$ cat src/rtl/spi_regport_pkg.sv
// Shared constants and types for the SPI register access port.
package spi_regport_pkg;

    // Width of a register-map address (128 locations).
    localparam int unsigned REG_ADDR_W = 7;
    // Width of one register and of one SPI byte.
    localparam int unsigned REG_DATA_W = 8;

    // Transfer phase: waiting for the command byte, or streaming data bytes.
    typedef enum logic {
        PH_CMD  = 1'b0,
        PH_DATA = 1'b1
    } xfer_phase_e;

endpackage

$ cat src/rtl/spi_pin_sync.sv
// Brings SCLK, CS_n and MOSI into the system clock domain through a chain of
// STAGES flops per pin, then detects SCLK edges on the synchronised level.
// Assumes: the system clock runs at least four times faster than SCLK, and
// MOSI is stable around each rising SCLK edge. Edge strobes are suppressed
// while chip select is inactive.
module spi_pin_sync #(
    parameter int unsigned STAGES = 2
) (
    input  logic clk,
    input  logic rst_n,
    input  logic sclk_pin,
    input  logic cs_n_pin,
    input  logic mosi_pin,
    output logic sclk_rise,
    output logic sclk_fall,
    output logic cs_active,
    output logic mosi_bit
);

    localparam int unsigned NPINS = 3;
    localparam int unsigned LAST  = STAGES - 1;
    // Bit order inside the bundle: {sclk, cs_n, mosi}; chip select idles high.
    localparam logic [NPINS-1:0] IDLE = 3'b010;

    logic [NPINS-1:0] pins_raw;
    logic [NPINS-1:0] sync_q [STAGES];
    logic             sclk_last_q;
    logic             sclk_now;

    assign pins_raw = {sclk_pin, cs_n_pin, mosi_pin};

    // Purpose: shift every pin through the synchroniser chain.
    always_ff @(posedge clk) begin
        if (!rst_n) begin
            for (int s = 0; s < STAGES; s++) begin
                sync_q[s] <= IDLE;
            end
        end else begin
            sync_q[0] <= pins_raw;
            for (int s = 1; s < STAGES; s++) begin
                sync_q[s] <= sync_q[s-1];
            end
        end
    end

    // Purpose: remember the previous synchronised SCLK level for edge detection.
    always_ff @(posedge clk) begin
        if (!rst_n) begin
            sclk_last_q <= 1'b0;
        end else begin
            sclk_last_q <= sclk_now;
        end
    end

    assign sclk_now  = sync_q[LAST][2];
    assign cs_active = !sync_q[LAST][1];
    assign mosi_bit  = sync_q[LAST][0];
    assign sclk_rise = cs_active &&  sclk_now && !sclk_last_q;
    assign sclk_fall = cs_active && !sclk_now &&  sclk_last_q;

endmodule

$ cat src/rtl/spi_shift_engine.sv
// Bit-level engine of the SPI slave. It assembles MOSI bits into bytes on
// rising SCLK edges and shifts MISO out MSB first on falling edges.
// The first falling edge after a completed byte loads the next outgoing byte
// from tx_load_data; later falling edges shift. Clearing chip select discards
// any partial byte and zeroes the transmit register.
// Assumes: edge strobes come from spi_pin_sync and are gated by chip select.
module spi_shift_engine #(
    parameter int unsigned DATA_W = 8
) (
    input  logic              clk,
    input  logic              rst_n,
    input  logic              sclk_rise,
    input  logic              sclk_fall,
    input  logic              cs_active,
    input  logic              mosi_bit,
    input  logic [DATA_W-1:0] tx_load_data,
    output logic              byte_done,
    output logic [DATA_W-1:0] rx_byte,
    output logic              miso
);

    localparam int unsigned CNT_W    = $clog2(DATA_W);
    localparam logic [CNT_W-1:0] LAST_BIT = CNT_W'(DATA_W - 1);

    logic [CNT_W-1:0]  bit_cnt_q;
    logic [DATA_W-2:0] rx_sh_q;
    logic [DATA_W-1:0] tx_sh_q;

    // Purpose: count received bits and collect MOSI on rising edges.
    always_ff @(posedge clk) begin
        if (!rst_n) begin
            bit_cnt_q <= '0;
            rx_sh_q   <= '0;
        end else if (!cs_active) begin
            bit_cnt_q <= '0;
            rx_sh_q   <= '0;
        end else if (sclk_rise) begin
            rx_sh_q   <= rx_byte[DATA_W-2:0];
            bit_cnt_q <= (bit_cnt_q == LAST_BIT) ? '0 : bit_cnt_q + 1'b1;
        end
    end

    // Purpose: load or shift the outgoing byte on falling edges.
    always_ff @(posedge clk) begin
        if (!rst_n) begin
            tx_sh_q <= '0;
        end else if (!cs_active) begin
            tx_sh_q <= '0;
        end else if (sclk_fall) begin
            if (bit_cnt_q == '0) begin
                tx_sh_q <= tx_load_data;
            end else begin
                tx_sh_q <= {tx_sh_q[DATA_W-2:0], 1'b0};
            end
        end
    end

    assign rx_byte   = {rx_sh_q, mosi_bit};
    assign byte_done = sclk_rise && (bit_cnt_q == LAST_BIT);
    assign miso      = cs_active && tx_sh_q[DATA_W-1];

endmodule

$ cat src/rtl/spi_txn_ctrl.sv
// Transfer-level control. The first completed byte of a frame is decoded as
// a command: the top bit is the read-only flag, the rest is the start address.
// Each later byte is written back (unless read-only), the address advances,
// and the next location is read one cycle later. Its data is held for the
// engine to load at the next byte boundary.
// Assumes: reg_rdata is valid combinationally in the cycle reg_re is high.
// The engine's first load comes at least two cycles after byte_done.
module spi_txn_ctrl
    import spi_regport_pkg::*;
#(
    parameter int unsigned ADDR_W = 7,
    parameter int unsigned DATA_W = 8
) (
    input  logic              clk,
    input  logic              rst_n,
    input  logic              cs_active,
    input  logic              byte_done,
    input  logic [DATA_W-1:0] rx_byte,
    input  logic [DATA_W-1:0] reg_rdata,
    output logic [ADDR_W-1:0] reg_addr,
    output logic [DATA_W-1:0] reg_wdata,
    output logic              reg_we,
    output logic              reg_re,
    output logic [DATA_W-1:0] tx_load_data,
    output logic              in_cmd,
    output logic              ro_flag
);

    localparam int unsigned RO_BIT = DATA_W - 1;

    xfer_phase_e       phase_q;
    logic              ro_q;
    logic [ADDR_W-1:0] addr_q;
    logic [DATA_W-1:0] wdata_q;
    logic              we_q;
    logic              step_q;
    logic              step_inc_q;
    logic              re_q;
    logic [DATA_W-1:0] prefetch_q;

    // Purpose: track the phase of the frame and latch the command fields.
    always_ff @(posedge clk) begin
        if (!rst_n) begin
            phase_q <= PH_CMD;
            ro_q    <= 1'b0;
        end else if (!cs_active) begin
            phase_q <= PH_CMD;
        end else if (byte_done && phase_q == PH_CMD) begin
            phase_q <= PH_DATA;
            ro_q    <= rx_byte[RO_BIT];
        end
    end

    // Purpose: issue the write strobe and schedule the address step for each byte.
    always_ff @(posedge clk) begin
        if (!rst_n) begin
            we_q       <= 1'b0;
            wdata_q    <= '0;
            step_q     <= 1'b0;
            step_inc_q <= 1'b0;
        end else begin
            we_q   <= 1'b0;
            step_q <= 1'b0;
            if (cs_active && byte_done) begin
                step_q <= 1'b1;
                if (phase_q == PH_CMD) begin
                    step_inc_q <= 1'b0;
                end else begin
                    step_inc_q <= 1'b1;
                    we_q       <= !ro_q;
                    wdata_q    <= rx_byte;
                end
            end
        end
    end

    // Purpose: hold the register address, load it from a command, advance after data.
    always_ff @(posedge clk) begin
        if (!rst_n) begin
            addr_q <= '0;
        end else if (cs_active && byte_done && phase_q == PH_CMD) begin
            addr_q <= rx_byte[ADDR_W-1:0];
        end else if (step_q && step_inc_q) begin
            addr_q <= addr_q + 1'b1;
        end
    end

    // Purpose: pulse the read strobe one cycle after each step.
    always_ff @(posedge clk) begin
        if (!rst_n) begin
            re_q <= 1'b0;
        end else begin
            re_q <= step_q;
        end
    end

    // Purpose: keep the fetched register content for the next outgoing byte.
    always_ff @(posedge clk) begin
        if (!rst_n) begin
            prefetch_q <= '0;
        end else if (re_q) begin
            prefetch_q <= reg_rdata;
        end
    end

    assign tx_load_data = re_q ? reg_rdata : prefetch_q;
    assign reg_addr     = addr_q;
    assign reg_wdata    = wdata_q;
    assign reg_we       = we_q;
    assign reg_re       = re_q;
    assign in_cmd       = (phase_q == PH_CMD);
    assign ro_flag      = ro_q;

endmodule

$ cat src/rtl/spi_regport.sv
// Top of the SPI register access port: pin synchroniser, bit engine and
// transfer control. Each frame is one command byte (read-only flag and start
// address) followed by full-duplex data bytes on consecutive registers.
// Assumes: the system clock runs at four or more times SCLK. The register
// map returns data combinationally in the same cycle as reg_re.
module spi_regport
    import spi_regport_pkg::*;
#(
    parameter int unsigned ADDR_W      = REG_ADDR_W,
    parameter int unsigned DATA_W      = REG_DATA_W,
    parameter int unsigned SYNC_STAGES = 2
) (
    input  logic              clk,
    input  logic              rst_n,
    input  logic              sclk,
    input  logic              cs_n,
    input  logic              mosi,
    output logic              miso,
    output logic [ADDR_W-1:0] reg_addr,
    output logic [DATA_W-1:0] reg_wdata,
    output logic              reg_we,
    output logic              reg_re,
    input  logic [DATA_W-1:0] reg_rdata
);

    logic              sclk_rise;
    logic              sclk_fall;
    logic              cs_active;
    logic              mosi_bit;
    logic              byte_done;
    logic [DATA_W-1:0] rx_byte;
    logic [DATA_W-1:0] tx_load_data;
    logic              in_cmd;
    logic              ro_flag;

    spi_pin_sync #(
        .STAGES (SYNC_STAGES)
    ) u_sync (
        .clk       (clk),
        .rst_n     (rst_n),
        .sclk_pin  (sclk),
        .cs_n_pin  (cs_n),
        .mosi_pin  (mosi),
        .sclk_rise (sclk_rise),
        .sclk_fall (sclk_fall),
        .cs_active (cs_active),
        .mosi_bit  (mosi_bit)
    );

    spi_shift_engine #(
        .DATA_W (DATA_W)
    ) u_engine (
        .clk          (clk),
        .rst_n        (rst_n),
        .sclk_rise    (sclk_rise),
        .sclk_fall    (sclk_fall),
        .cs_active    (cs_active),
        .mosi_bit     (mosi_bit),
        .tx_load_data (tx_load_data),
        .byte_done    (byte_done),
        .rx_byte      (rx_byte),
        .miso         (miso)
    );

    spi_txn_ctrl #(
        .ADDR_W (ADDR_W),
        .DATA_W (DATA_W)
    ) u_ctrl (
        .clk          (clk),
        .rst_n        (rst_n),
        .cs_active    (cs_active),
        .byte_done    (byte_done),
        .rx_byte      (rx_byte),
        .reg_rdata    (reg_rdata),
        .reg_addr     (reg_addr),
        .reg_wdata    (reg_wdata),
        .reg_we       (reg_we),
        .reg_re       (reg_re),
        .tx_load_data (tx_load_data),
        .in_cmd       (in_cmd),
        .ro_flag      (ro_flag)
    );

endmodule

$ cat config.mk
export PLATFORM = sky130hd
export DESIGN_NAME = spi_regport
export DESIGN_NICKNAME = d
export VERILOG_FILES = /design/src/rtl/spi_regport_pkg.sv /design/src/rtl/spi_pin_sync.sv /design/src/rtl/spi_shift_engine.sv /design/src/rtl/spi_txn_ctrl.sv /design/src/rtl/spi_regport.sv
export SDC_FILE = /design/constraint.sdc
export NUM_CORES = 1
export LEC_CHECK = 0
export ABC_AREA = 1
export BUFFER_PORTS_ARGS = -buffer_cell sky130_fd_sc_hd__buf_4
export CORE_MARGIN = 3
export CORE_UTILIZATION = 40
export DETAILED_ROUTE_END_ITERATION = 7
export GPL_ROUTABILITY_DRIVEN = 0
export PLACE_DENSITY = 0.64
export SLEW_MARGIN = 20
export SYNTH_ARGS = -nofsm -noshare
export SYNTH_HDL_FRONTEND = slang
export SYNTH_SLANG_ARGS = --single-unit
$ cat constraint.sdc
create_clock -name clk -period 2 [get_ports clk]
set_clock_uncertainty 0.15 [all_clocks]
set_input_delay 0.1 -clock clk [delete_from_list [all_inputs] [get_ports clk]]
set_output_delay 0.1 -clock clk [all_outputs]
set_load 0.005 [all_outputs]
==> results_dict.tcl <==
set metrics [dict create \
    drt-initial-drc-count 90 \
    grt_pass1_vias 1697 \
    hpwl_um 3120 \
    syn-cell-area_um2 2260 \
    vias 1875 \
    period_needed_ns 1.75 \
    max_slew.worst_pin.slew_ns 0.512 \
    path_delay_family "simple AND/OR/NAND/NOR gates" \
    synth_top_area_share 0.478 \
    port_buffers 30 \
    clock_sinks 54 \
    syn_to_final_growth_pct 19.7 \
    worstRegToRegCells 7 \
    crit_top_cell "nand2_2" \
    worst_setup_path_start_kind "register" \
    wl_um 4400 \
    routed_via_density 4.61 \
    rrSetupSlack_ns 0.25 \
    crit_type "register to register" \
    grt_usage 0.153 \
    setup_viol 0 \
    yosysSeqAreaShare 0.478 \
    powerDensity_nw_per_um2 653 \
    rr_startpoint "u_sync.sync_q[0][5]$_SDFF_PN0_" \
    p_total_mw 1.77 \
    hold_slack_ns 0.0444 \
    final_antenna_net_count 0 \
    core_um2 5300 \
    row_count 26 \
    diodes 0 \
    setup_tns_ns 0 \
    hp-class "input port to register" \
    cap_violations 0 \
    htreeDepth 2 \
    crit_required_ns 2.04 \
    critPathCaptureType "register" \
    min_path_cells 6 \
    cts.clk_slew.worst_paths_ns 0.10 \
    drcViolationCount 0 \
    cts_tree "built" \
    fill_cells 549 \
    final_cells 407 \
    ctsLongestPathBuffers 2 \
    crit_buf_inv 1 \
    synth_top_cell_by_area "dfxtp_1" \
    multi_input_area_um2 956 \
    arrival_ns 1.79 \
    drt_pre_antenna_iters 4 \
    start_util 0.427 \
    outcome "finished, final reports clean" \
    hold_path_startpoint "reg_rdata[5]" \
    syn_inst 299 \
    yosysWarnings 0 \
    grt_max_degree 24 \
    synth_nets 316 \
    worstPathCellList "inv_2, nor2_8, nand2_2, nor2_4, nand2_2, nand2_1, a21oi_1" \
    maxSlewHeadroom 0.658 \
    cts_resized 0 \
    rsz0062_at_grt "no" \
    seq_area_um2 1080 \
    cpPeakStageDelay_ns 0.39 \
    dieArea_um2 6590 \
    slew_violations 0 \
    layout-drive-gt1-share 0.151 \
    yosysUniqueCellTypes 28 \
    yosys_register_bits 54 \
    clockRootBuffer "clkbuf_8" \
    worstSkewPairLatency_ns 0.31 \
    leakagePower_nw 1.19 \
    dp_cells 392 \
    antenna_found_initial 0 \
    crit_slowest_cell "dfxtp_1" \
    grt_pass1_wl_um 7780 \
    finalCritPeriodShare 0.877 \
    final_nets 353 \
    critPathMaxFanout 17 \
    ys_top_cells_by_area "dfxtp_1 48%, nand2_1 9.3%, nand3_1 7.7%, inv_1 7.0%, nor2_1 5.1%" \
    routedWlPerCell_um 10.8 \
    cts_setup_buffers 0 \
    reg2reg_to "u_ctrl.reg_wdata[3]$_SDFFE_PN0P_" \
    overflow 0 \
    fmax_mhz 570 \
    postSynthAreaPerCell_um2 7.57 \
    ir_drop_uv 375 \
    io_pins 31 \
    cts_buffers 5 \
    die_w_um 81.2 \
    final-hold-violation-count 0 \
    hold_buffers 7 \
    hold_end "u_ctrl.prefetch_q[5]$_SDFF_PN0_" \
    die-height_um 81.2 \
]
layout make-up:
class                   count  share of cell area
multi-input cells         190               0.353
repair buffers             41               0.120
clock buffers               5              0.0254
clock inverters             3             0.00878
well taps                  70              0.0323
inverters                  44              0.0610
flip-flops and latches     54               0.399
worst max-delay path by stage:
stage,start,end,cells after the start
after floorplan,u_engine.bit_cnt_q[0]$_SDFFE_PP0P_,u_ctrl.reg_addr[4]$_SDFFE_PN0P_,8
after global placement,u_sync.sync_q[0][5]$_SDFF_PN0_,u_ctrl.reg_wdata[3]$_SDFFE_PN0P_,7
after detailed placement,u_sync.sync_q[0][5]$_SDFF_PN0_,u_ctrl.reg_wdata[2]$_SDFFE_PN0P_,7
after CTS,u_sync.sync_q[0][5]$_SDFF_PN0_,u_ctrl.reg_wdata[0]$_SDFFE_PN0P_,7
after global routing,u_sync.sync_q[0][5]$_SDFF_PN0_,u_ctrl.reg_wdata[0]$_SDFFE_PN0P_,7
final,u_sync.sync_q[0][5]$_SDFF_PN0_,u_ctrl.reg_wdata[3]$_SDFFE_PN0P_,7
state kept, by name, summed over array words and instances (netlist names):
register            flops
u_ctrl.prefetch_q       8
u_ctrl.reg_wdata        8
u_engine.tx_sh_q        8
u_ctrl.reg_addr         7
u_engine.rx_sh_q        7
u_sync.sync_q           6
u_engine.bit_cnt_q      3
u_ctrl.phase_q          1
u_ctrl.reg_re           1
u_ctrl.reg_we           1
u_ctrl.ro_flag          1
u_ctrl.step_inc_q       1
u_ctrl.step_q           1
u_sync.sclk_last_q      1
stage by stage:
step           instance area [um^2]  worst slack (ns)  utilization
3_5_place_dp                   2540             0.262        0.480
6_report                       2710             0.246        0.511
2_1_floorplan                  2260             0.557            -
5_1_grt                        2710            0.0185        0.511
4_1_cts                        2710             0.232        0.511
3_3_place_gp                   2540             0.313        0.480
metal layers:
metal | global-route usage | wire, um | vias up | part of all wire
met5 | 0 | 0 | - | 0
met2 | 0.218 | 1800 | 36 | 0.41
li1 | - | - | 1029 | -
met4 | 0.0541 | 49 | 0 | 0.011
met3 | 0.0410 | 214 | 4 | 0.049
met1 | 0.219 | 2340 | 806 | 0.53
cells in the mapped netlist (all sizes together):
master,count
nand2,58
nor2,34
or2,2
nand4,3
nand3,35
clkbuf,5
xor2,1
buf,6
clkinv,1
ha,4
o21a,8
a21oi,14
dfxtp,54
nor3,2
inv,43
a211oi,2
mux2i,1
o21ai,17
a31oi,8
o21bai,1
cells by family (layout without fill, tap and decap cells):
kind of cell / after synthesis / after routing / synth area share
AND/OR/NAND/NOR: 134 / 134 / 0.265
buffers and inverters: 55 / 93 / 0.0996
flip-flops: 54 / 54 / 0.478
AO/OA/AOI/OAI: 50 / 50 / 0.127
adder cells (fa/ha/maj): 4 / 4 / 0.0221
XOR/XNOR: 1 / 1 / 0.00387
multiplexers: 1 / 1 / 0.00442
worst min-delay path: cells and delay by family:
kind	cells	cell delay, ns
AOI/OAI and AO/OA	1	0.10
buffers and inverters	3	0.20
and+or+nand+nor	2	0.07
power by group:
part | switching (mW) | internal (mW)
registers | 0.00531 | 1.08
clock network | 0.368 | 0.251
logic | 0.0299 | 0.0324
total | 0.404 | 1.37
cells in the final DEF (no fill, tap or decap), drive strengths merged:
| master | n |
|---|---|
| clkinv | 1 |
| o21ai | 17 |
| nand2 | 58 |
| nand4 | 3 |
| dfxtp | 54 |
| o21a | 8 |
| mux2i | 1 |
| clkinvlp | 2 |
| o21bai | 1 |
| a21oi | 14 |
| clkbuf | 5 |
| nor3 | 2 |
| ha | 4 |
| dlygate4sd3 | 7 |
| a31oi | 8 |
| nor2 | 34 |
| a211oi | 2 |
| inv | 44 |
| buf | 34 |
| or2 | 2 |
| xor2 | 1 |
| nand3 | 35 |
(Power assumes the default switching activity.)
